`src/rtl/irqv_pkg.sv`:
```
package irqv_pkg;

  typedef enum logic {
    HS_IDLE = 1'b0,
    HS_HOLD = 1'b1
  } hold_st_t;

  function automatic logic in_window(input logic [31:0] addr,
                                     input logic [31:0] lo,
                                     input logic [31:0] hi);
    return (addr >= lo) && (addr <= hi);
  endfunction

endpackage

```
`src/rtl/irqv_mask.sv`:
```
module irqv_mask #(
  parameter int N        = 16,
  parameter int RST_SLOT = 15,
  parameter int NMI_SLOT = 14
) (
  input  logic [N-1:0] pend_i,
  input  logic [N-1:0] en_i,
  input  logic         gie_i,
  output logic [N-1:0] elig_o
);

  for (genvar i = 0; i < N; i++) begin : g_slot
    if (i == RST_SLOT) begin : g_rst
      assign elig_o[i] = pend_i[i];
    end else if (i == NMI_SLOT) begin : g_nmi
      assign elig_o[i] = pend_i[i] & en_i[i];
    end else begin : g_mask
      assign elig_o[i] = pend_i[i] & en_i[i] & gie_i;
    end
  end

endmodule

```
`src/rtl/irqv_prio_enc.sv`:
```
module irqv_prio_enc #(
  parameter int N      = 16,
  localparam int SLOT_W = $clog2(N)
) (
  input  logic [N-1:0]      elig_i,
  output logic              any_o,
  output logic [SLOT_W-1:0] win_o
);

  always_comb begin
    win_o = '0;
    for (int i = 0; i < N; i++) begin
      if (elig_i[i]) win_o = SLOT_W'(i);
    end
  end

  assign any_o = |elig_i;

endmodule

```
`src/rtl/irqv_range_chk.sv`:
```
module irqv_range_chk #(
  parameter int                     ADDR_W   = 16,
  parameter logic [ADDR_W-1:0]      REG_TOP  = 16'h01FF,
  parameter int                     NUM_GAPS = 2,
  parameter logic [NUM_GAPS*ADDR_W-1:0] GAP_LO = {16'h1100, 16'h0300},
  parameter logic [NUM_GAPS*ADDR_W-1:0] GAP_HI = {16'h7FFF, 16'h0BFF}
) (
  input  logic              valid_i,
  input  logic [ADDR_W-1:0] addr_i,
  output logic              bad_o
);
  import irqv_pkg::*;

  logic [NUM_GAPS:0] hit;

  assign hit[0] = addr_i <= REG_TOP;

  for (genvar g = 0; g < NUM_GAPS; g++) begin : g_gap
    assign hit[g+1] = in_window(32'(addr_i),
                                32'(GAP_LO[g*ADDR_W +: ADDR_W]),
                                32'(GAP_HI[g*ADDR_W +: ADDR_W]));
  end

  assign bad_o = valid_i & (|hit);

endmodule

```
`src/rtl/irq_vector_gen.sv`:
```
module irq_vector_gen #(
  parameter int                          NUM_SLOTS = 16,
  parameter int                          ADDR_W    = 16,
  parameter logic [ADDR_W-1:0]           VEC_BASE  = 16'hFFE0,
  parameter int                          RST_SLOT  = 15,
  parameter int                          NMI_SLOT  = 14,
  parameter logic [ADDR_W-1:0]           REG_TOP   = 16'h01FF,
  parameter int                          NUM_GAPS  = 2,
  parameter logic [NUM_GAPS*ADDR_W-1:0]  GAP_LO    = {16'h1100, 16'h0300},
  parameter logic [NUM_GAPS*ADDR_W-1:0]  GAP_HI    = {16'h7FFF, 16'h0BFF}
) (
  input  logic                 clk,
  input  logic                 rst,
  input  logic [NUM_SLOTS-1:0] req_i,
  input  logic [NUM_SLOTS-1:0] slot_en_i,
  input  logic                 gie_i,
  input  logic                 fetch_valid_i,
  input  logic [ADDR_W-1:0]    fetch_addr_i,
  input  logic                 ack_i,
  output logic                 irq_o,
  output logic [ADDR_W-1:0]    vec_addr_o,
  output logic [NUM_SLOTS-1:0] ack_slot_o,
  output logic                 reset_req_o
);
  import irqv_pkg::*;

  localparam int SLOT_W = $clog2(NUM_SLOTS);
  localparam logic [SLOT_W-1:0] RST_IDX = SLOT_W'(RST_SLOT);

  hold_st_t            st_q;
  logic [SLOT_W-1:0]   slot_q;
  logic [ADDR_W-1:0]   vec_q;
  logic [NUM_SLOTS-1:0] ack_q;
  logic                rr_q;
  logic                oob_pend_q;

  logic                 oob_hit;
  logic [NUM_SLOTS-1:0] pend;
  logic [NUM_SLOTS-1:0] elig;
  logic                 any_elig;
  logic [SLOT_W-1:0]    win;
  logic                 take_ack;
  logic                 preempt;

  irqv_range_chk #(
    .ADDR_W  (ADDR_W),
    .REG_TOP (REG_TOP),
    .NUM_GAPS(NUM_GAPS),
    .GAP_LO  (GAP_LO),
    .GAP_HI  (GAP_HI)
  ) u_range (
    .valid_i(fetch_valid_i),
    .addr_i (fetch_addr_i),
    .bad_o  (oob_hit)
  );

  always_comb begin
    pend           = req_i;
    pend[RST_SLOT] = req_i[RST_SLOT] | oob_pend_q | oob_hit;
  end

  irqv_mask #(
    .N       (NUM_SLOTS),
    .RST_SLOT(RST_SLOT),
    .NMI_SLOT(NMI_SLOT)
  ) u_mask (
    .pend_i(pend),
    .en_i  (slot_en_i),
    .gie_i (gie_i),
    .elig_o(elig)
  );

  irqv_prio_enc #(
    .N(NUM_SLOTS)
  ) u_enc (
    .elig_i(elig),
    .any_o (any_elig),
    .win_o (win)
  );

  function automatic logic [ADDR_W-1:0] vec_of(input logic [SLOT_W-1:0] s);
    return VEC_BASE + ADDR_W'({s, 1'b0});
  endfunction

  assign take_ack = (st_q == HS_HOLD) && ack_i;
  assign preempt  = (st_q == HS_HOLD) && !ack_i && elig[RST_SLOT] && (slot_q != RST_IDX);

  always_ff @(posedge clk) begin
    if (rst) begin
      st_q       <= HS_IDLE;
      slot_q     <= '0;
      vec_q      <= '0;
      ack_q      <= '0;
      rr_q       <= 1'b0;
      oob_pend_q <= 1'b0;
    end else begin
      rr_q       <= oob_hit;
      ack_q      <= '0;
      oob_pend_q <= oob_hit | (oob_pend_q & ~(take_ack && slot_q == RST_IDX));
      if (take_ack) begin
        st_q          <= HS_IDLE;
        ack_q[slot_q] <= 1'b1;
      end else if (preempt) begin
        slot_q <= RST_IDX;
        vec_q  <= vec_of(RST_IDX);
      end else if (st_q == HS_IDLE && any_elig) begin
        st_q   <= HS_HOLD;
        slot_q <= win;
        vec_q  <= vec_of(win);
      end
    end
  end

  assign irq_o       = (st_q == HS_HOLD);
  assign vec_addr_o  = vec_q;
  assign ack_slot_o  = ack_q;
  assign reset_req_o = rr_q;

endmodule

```
`config.mk`:
```
export PLATFORM = sky130hd
export DESIGN_NAME = irq_vector_gen
export DESIGN_NICKNAME = d
export VERILOG_FILES = /design/src/rtl/irqv_pkg.sv /design/src/rtl/irqv_mask.sv /design/src/rtl/irqv_prio_enc.sv /design/src/rtl/irqv_range_chk.sv /design/src/rtl/irq_vector_gen.sv
export SDC_FILE = /design/constraint.sdc
export NUM_CORES = 1
export LEC_CHECK = 0
export BUFFER_PORTS_ARGS = -buffer_cell sky130_fd_sc_hd__buf_2
export CAP_MARGIN = 20
export CORE_MARGIN = 3
export CORE_UTILIZATION = 39
export DETAILED_ROUTE_END_ITERATION = 8
export PLACE_DENSITY = 0.79
export SETUP_SLACK_MARGIN = 0.2
export SLEW_MARGIN = 20
export SYNTH_ARGS = -nofsm -noshare
export SYNTH_HDL_FRONTEND = slang
export SYNTH_SLANG_ARGS = --single-unit
```
`constraint.sdc`:
```
create_clock -name clk -period 2 [get_ports clk]
set_input_delay 0.3 -clock clk [delete_from_list [all_inputs] [get_ports clk]]
set_output_delay 0.3 -clock clk [all_outputs]
set_load 0.01 [all_outputs]
```
After elaboration in Yosys (flattened, before gate mapping)

Index checks and enable logic that the tools add are counted.
W data, S select, Z words.

Memories: 0
Latch bits: 0
Input bits: 53
Word-level logic and storage cells: 92
Bits in read-only memories: 0
RAM bits: 0
Bits in registers: 39
Output and inout bits: 34

Shift-type cells: 0
Mux-type cells: 21
$add $sub $neg: 1
$mul: 0
Eq/ne operators: 2
Div/mod/pow operators: 0
$lt $le $gt $ge: 7
Bitwise gates (word level): 38
Reductions and logical operators: 17

Operator list:

| operator               | count |
|---|---|
| $mux W4                | 10 |
| $mux W16               | 2 |
| $and A1 B1 Y1          | 31 |
| $ge A16 B10 Y1 const B | 1 |
| $ge A16 B13 Y1 const B | 1 |
| $le A16 B12 Y1 const B | 1 |
| $le A16 B15 Y1 const B | 1 |
| $le A16 B9 Y1 const B  | 1 |
| $reduce_or A16 Y1      | 1 |
| $mux W3                | 4 |
| $logic_and A1 B1 Y1    | 9 |
| $add A6 B6 Y7 const A  | 1 |
| $lt A4 B5 Y1 const B   | 1 |
| $demux W1 S4           | 1 |
| $eq A4 B4 Y1 const B   | 1 |
| $ge A4 B1 Y1 const B   | 1 |
| $mux W2                | 2 |
| $ne A4 B4 Y1 const B   | 1 |
| $not A1 Y1             | 4 |
| $reduce_and A2 Y1      | 2 |
| $reduce_or A2 Y1       | 2 |
| $or A1 B1 Y1           | 3 |
| $reduce_or A3 Y1       | 1 |
| $mux W1                | 2 |
| other kinds (2)        | 2 |

Logic depth before layout (Yosys ltp)

Word-level depth: 20
Depth in mapped cells: 6
Gate-level depth less buffers: 6

Hierarchy

Synthesis repeated with hierarchy kept, for this count alone.

Cell total of the unflattened synthesis: 141
Area total of the unflattened synthesis: 1,188.6 sq um

Modules (own cells, without submodules):

| module         | seq. area each (sq um) | area an instance (sq um) | instances | cells an instance |
|---|---|---|---|---|
| irq_vector_gen | 480.5                  | 855.8                    | 1         | 90 |
| irqv_prio_enc  | 0.0                    | 170.2                    | 1         | 28 |
| irqv_mask      | 0.0                    | 117.6                    | 1         | 17 |
| irqv_range_chk | 0.0                    | 45.0                     | 1         | 6 |

Least setup slack after synthesis

OpenSTA, ideal clock, no wires.

Path type: input port to flip-flop
Start point: in req_i[3]
End point: reg vec_q[4] (netlist: vec_addr_o[4])
Setup time: 140 ps
Buffers on the path: 0
Data required time: 1,860 ps
Path slack: 321 ps
Arrival: 1,539 ps
Stages on the path: 6
Cell sequence: a22o_1 o41ai_2 and2b_1 a41o_1 a21boi_4 a221oi_1

Word-level cells in the longest chain between the ends: 18
Elaborated cells between the ends (all ways): 22
Those cells by class: add/sub (1); mux (15); bitwise (2); reduce/logical (4)

Ends and longest elaborated chain:

| item                            | line                  | text |
|---|---|---|
| start: declaration              | irq_vector_gen.sv:14  | `input logic [NUM_SLOTS-1:0] req_i,` |
| $and A1 B1 Y1 (*) (2 in series) | irqv_mask.sv:18       | `assign elig_o[i] = pend_i[i] & en_i[i] & gie_i;` |
| $mux W2                         | irqv_prio_enc.sv:13   | `if (elig_i[i]) win_o = SLOT_W'(i);` |
| $mux W3 (4 in series)           | irqv_prio_enc.sv:13   |  |
| $mux W4 (8 in series)           | irqv_prio_enc.sv:13   |  |
| $add A6 B6 Y7                   | irq_vector_gen.sv:82  | `return VEC_BASE + ADDR_W'({s, 1'b0});` |
| $mux W16                        | irq_vector_gen.sv:106 | `end else if (st_q == HS_IDLE && any_elig) begin` |
| $mux W16                        | irq_vector_gen.sv:103 | `end else if (preempt) begin` |
| end signal: assignment          | irq_vector_gen.sv:105 | `vec_q <= vec_of(RST_IDX);` |
| end signal: assignment          | irq_vector_gen.sv:109 | `vec_q <= vec_of(win);` |
| end: declaration                | irq_vector_gen.sv:32  | `logic [ADDR_W-1:0] vec_q;` |

Mark *: on every way between the ends. The rest lies on a longest branch, timed or not. The select of a mux whose other input is x is not followed.
A chain may end at the register's enable or synchronous reset.

Final worst setup path

Ends and elaborated chain as after synthesis.

==> qor.txt <==
status: finished, final reports clean
Clock Skews: 0.00476 ns
leak pwr: 0.777 nW
DRC viols: 0
fin util: 0.543
Gate Count Post-Synth: 137
#FFs+latches synth: 24
Tcrit/Tclk final: 0.763
most frequent cells in the layout: buf_2 (76), dfxtp_1 (24), nor2_1 (20)
die area: 3630 sq um
synth unique cells: 37
Ports: 87
CP delay by family, top: compound AO/OA/AOI/OAI gates
Arrival @ worst endpoint: 1.72 ns
post-CTS sizing: 0
drt wl/cell: 11.6 um
Clock Sinks: 24
diode count: 0
Worst setup SP type: input port
PnR worst setup slack: 0.475 ns
die height: 60.2 um
GRT overflow: 0
row cnt: 19
sequence of cells on the critical path: buf_2 -> a22o_1 -> o41ai_2 -> and2b_1 -> a41o_1 -> a21boi_4 -> a221oi_1
vias: 1,176
hold slack: 0.195 ns
die width: 60.2 um
layout cell share with drive strength beyond 1: 0.417
drt total wl: 2730 um
Max stage delay on crit path: 0.37 ns
Final Hold Viols: 0
total power: 0.938 mW
Sum Neg Setup Slack: 0 ns
GP Congestion: 0.808
CP max-delay cell: o41ai_2
Synth top area share: 0.419
Port Buffers: 76
Slew Viols, Final: 0
Inserted Clock Buffers: 3
H-tree depth reported by CTS: 1
Detailed Place HPWL: 2300 um
cts hold-fix bufs: 0
Hold Crit Class: in2reg
initial antenna violation count: 0
largest net degree at the start of global routing: 13
crit-path max FO: 3
Avg Cell Area, Syn: 8.37 sq um
clk_lat worst skew: 0.30 ns
clock buffer depth: 2
Cell Area, Synth: 1150 sq um
vias in the first global route: 1,067
CTS clock-pin slew for the worst setup and hold paths: 0.12 ns
Critical Path End Type: flip-flop
unrepaired setup endpoints after global routing: no
fmax: 656 MHz
worst endpoint required time: 2.20 ns
Area contributors post-synth: dfxtp_1 (42%), buf_4 (7.2%), nor2_1 (6.6%)
syn nets: 190
top cell type by total area after synthesis: dfxtp_1
Root Buffer: clkbuf_4
DR iter-0 viols: 12
power density cells: 622 nW/um^2
first-pass GRT wire length: 4290 um
register area share after synthesis: 0.419
post-route minimum period: 1.53 ns
Max IR drop VDD: 0.503 mV
Starting Density: 0.412
worst path bufs/invs: 1
dpl ws: 0.145 ns
TritonCTS clock tree: done
Vias/cell: 5.00
max-capacitance violation count: 0
Final Setup Violations: 0
Layout Nets: 259
DR pass1 iterations: 4
Core Box Area: 2780 sq um
Post-CTS Setup Inserts: 0
Crit Path Class: in2reg
Synth warnings: 0
area grow syn2layout: 31.7%
DRT antenna net count: 0
gr usage total: 0.150
commonest non-fill, non-tap cell in the layout: buf_2
cells in the mapped netlist (all sizes together):
| master | number |
|---|---|
| o211ai | 1 |
| nand3 | 5 |
| nor2 | 20 |
| nor3 | 6 |
| clkbuf | 3 |
| dfxtp | 24 |
| nand4 | 3 |
| a22oi | 3 |
| a21o | 1 |
| a31oi | 1 |
| nor4b | 1 |
| nand2b | 2 |
| conb | 1 |
| inv | 6 |
| a22o | 4 |
| a221oi | 3 |
| nor2b | 1 |
| o41ai | 1 |
| or2 | 1 |
| and2 | 1 |
| a32o | 1 |
| o21ai | 5 |
| a21oi | 7 |
| a211oi | 3 |
| nand2 | 12 |
| a21boi | 1 |
| o311ai | 1 |
| and3 | 2 |
| nor3b | 1 |
| buf | 11 |
| and2b | 1 |
| o211a | 2 |
| a311oi | 1 |
| a41o | 1 |
power breakdown:
group	total [mW]	internal, mW	leakage, nW	switching (mW)
combinational	0.218	0.105	0.567	0.113
clock	0.200	0.0702	0.0138	0.130
sequential	0.520	0.496	0.196	0.0245
worst register-to-register path: stages, from the launching register on:
cell	delay, ns
dfxtp_1	0.34
nor2_1	0.18
nand4_1	0.15
a211oi_1	0.29
o211a_1	0.21
a211oi_1	0.04
layer usage:
layer | routed length (um) | part of all wire | track usage
met3 | 196 | 0.072 | 0.0151
met1 | 1060 | 0.39 | 0.173
met5 | 0 | 0 | 0
met2 | 1450 | 0.53 | 0.289
met4 | 23 | 0.0084 | 0.0380
cells by family (layout without fill, tap and decap cells):
kind of cell	after synthesis	in the layout	share of synthesized area
AND/OR/NAND/NOR	56	56	0.228
flip-flops	24	24	0.419
buffers and inverters	20	87	0.102
other	1	1	0.00327
AO/OA/AOI/OAI	36	36	0.248
final timing paths:
path | startpoint | cells after the start | slack (ns) | endpoint
max | req_i[3] | 7 | 0.47 | vec_addr_o[4]
min | ack_i | 2 | 0.20 | irq_o
min reg2reg | oob_pend_q | 2 | 0.51 | oob_pend_q
max reg2reg | oob_pend_q | 5 | 0.68 | slot_q[1]
state kept, by name (all words and copies together) (netlist names):
| register | count |
|---|---|
| reset_req_o | 1 |
| vec_addr_o | 2 |
| oob_pend_q | 1 |
| slot_q | 3 |
| ack_slot_o | 16 |
| irq_o | 1 |
metrics by stage:
stage	area (sq um)	std cells
final	1510	235
after global placement	1490	232
after CTS	1510	235
after floorplan	1150	137
after global routing	1510	235
after detailed placement	1490	232
cell type report:
| cell class | instances | area [sq um] |
|---|---|---|
| well taps | 31 | 38.8 |
| repair buffers | 78 | 395 |
| fillers | 301 | 1270 |
| flip-flops and latches | 24 | 480 |
| multi-input cells | 93 | 549 |
| inverters | 6 | 22.5 |
| clock buffers | 3 | 22.5 |
Note: power is estimated with default switching activity, not from simulation.
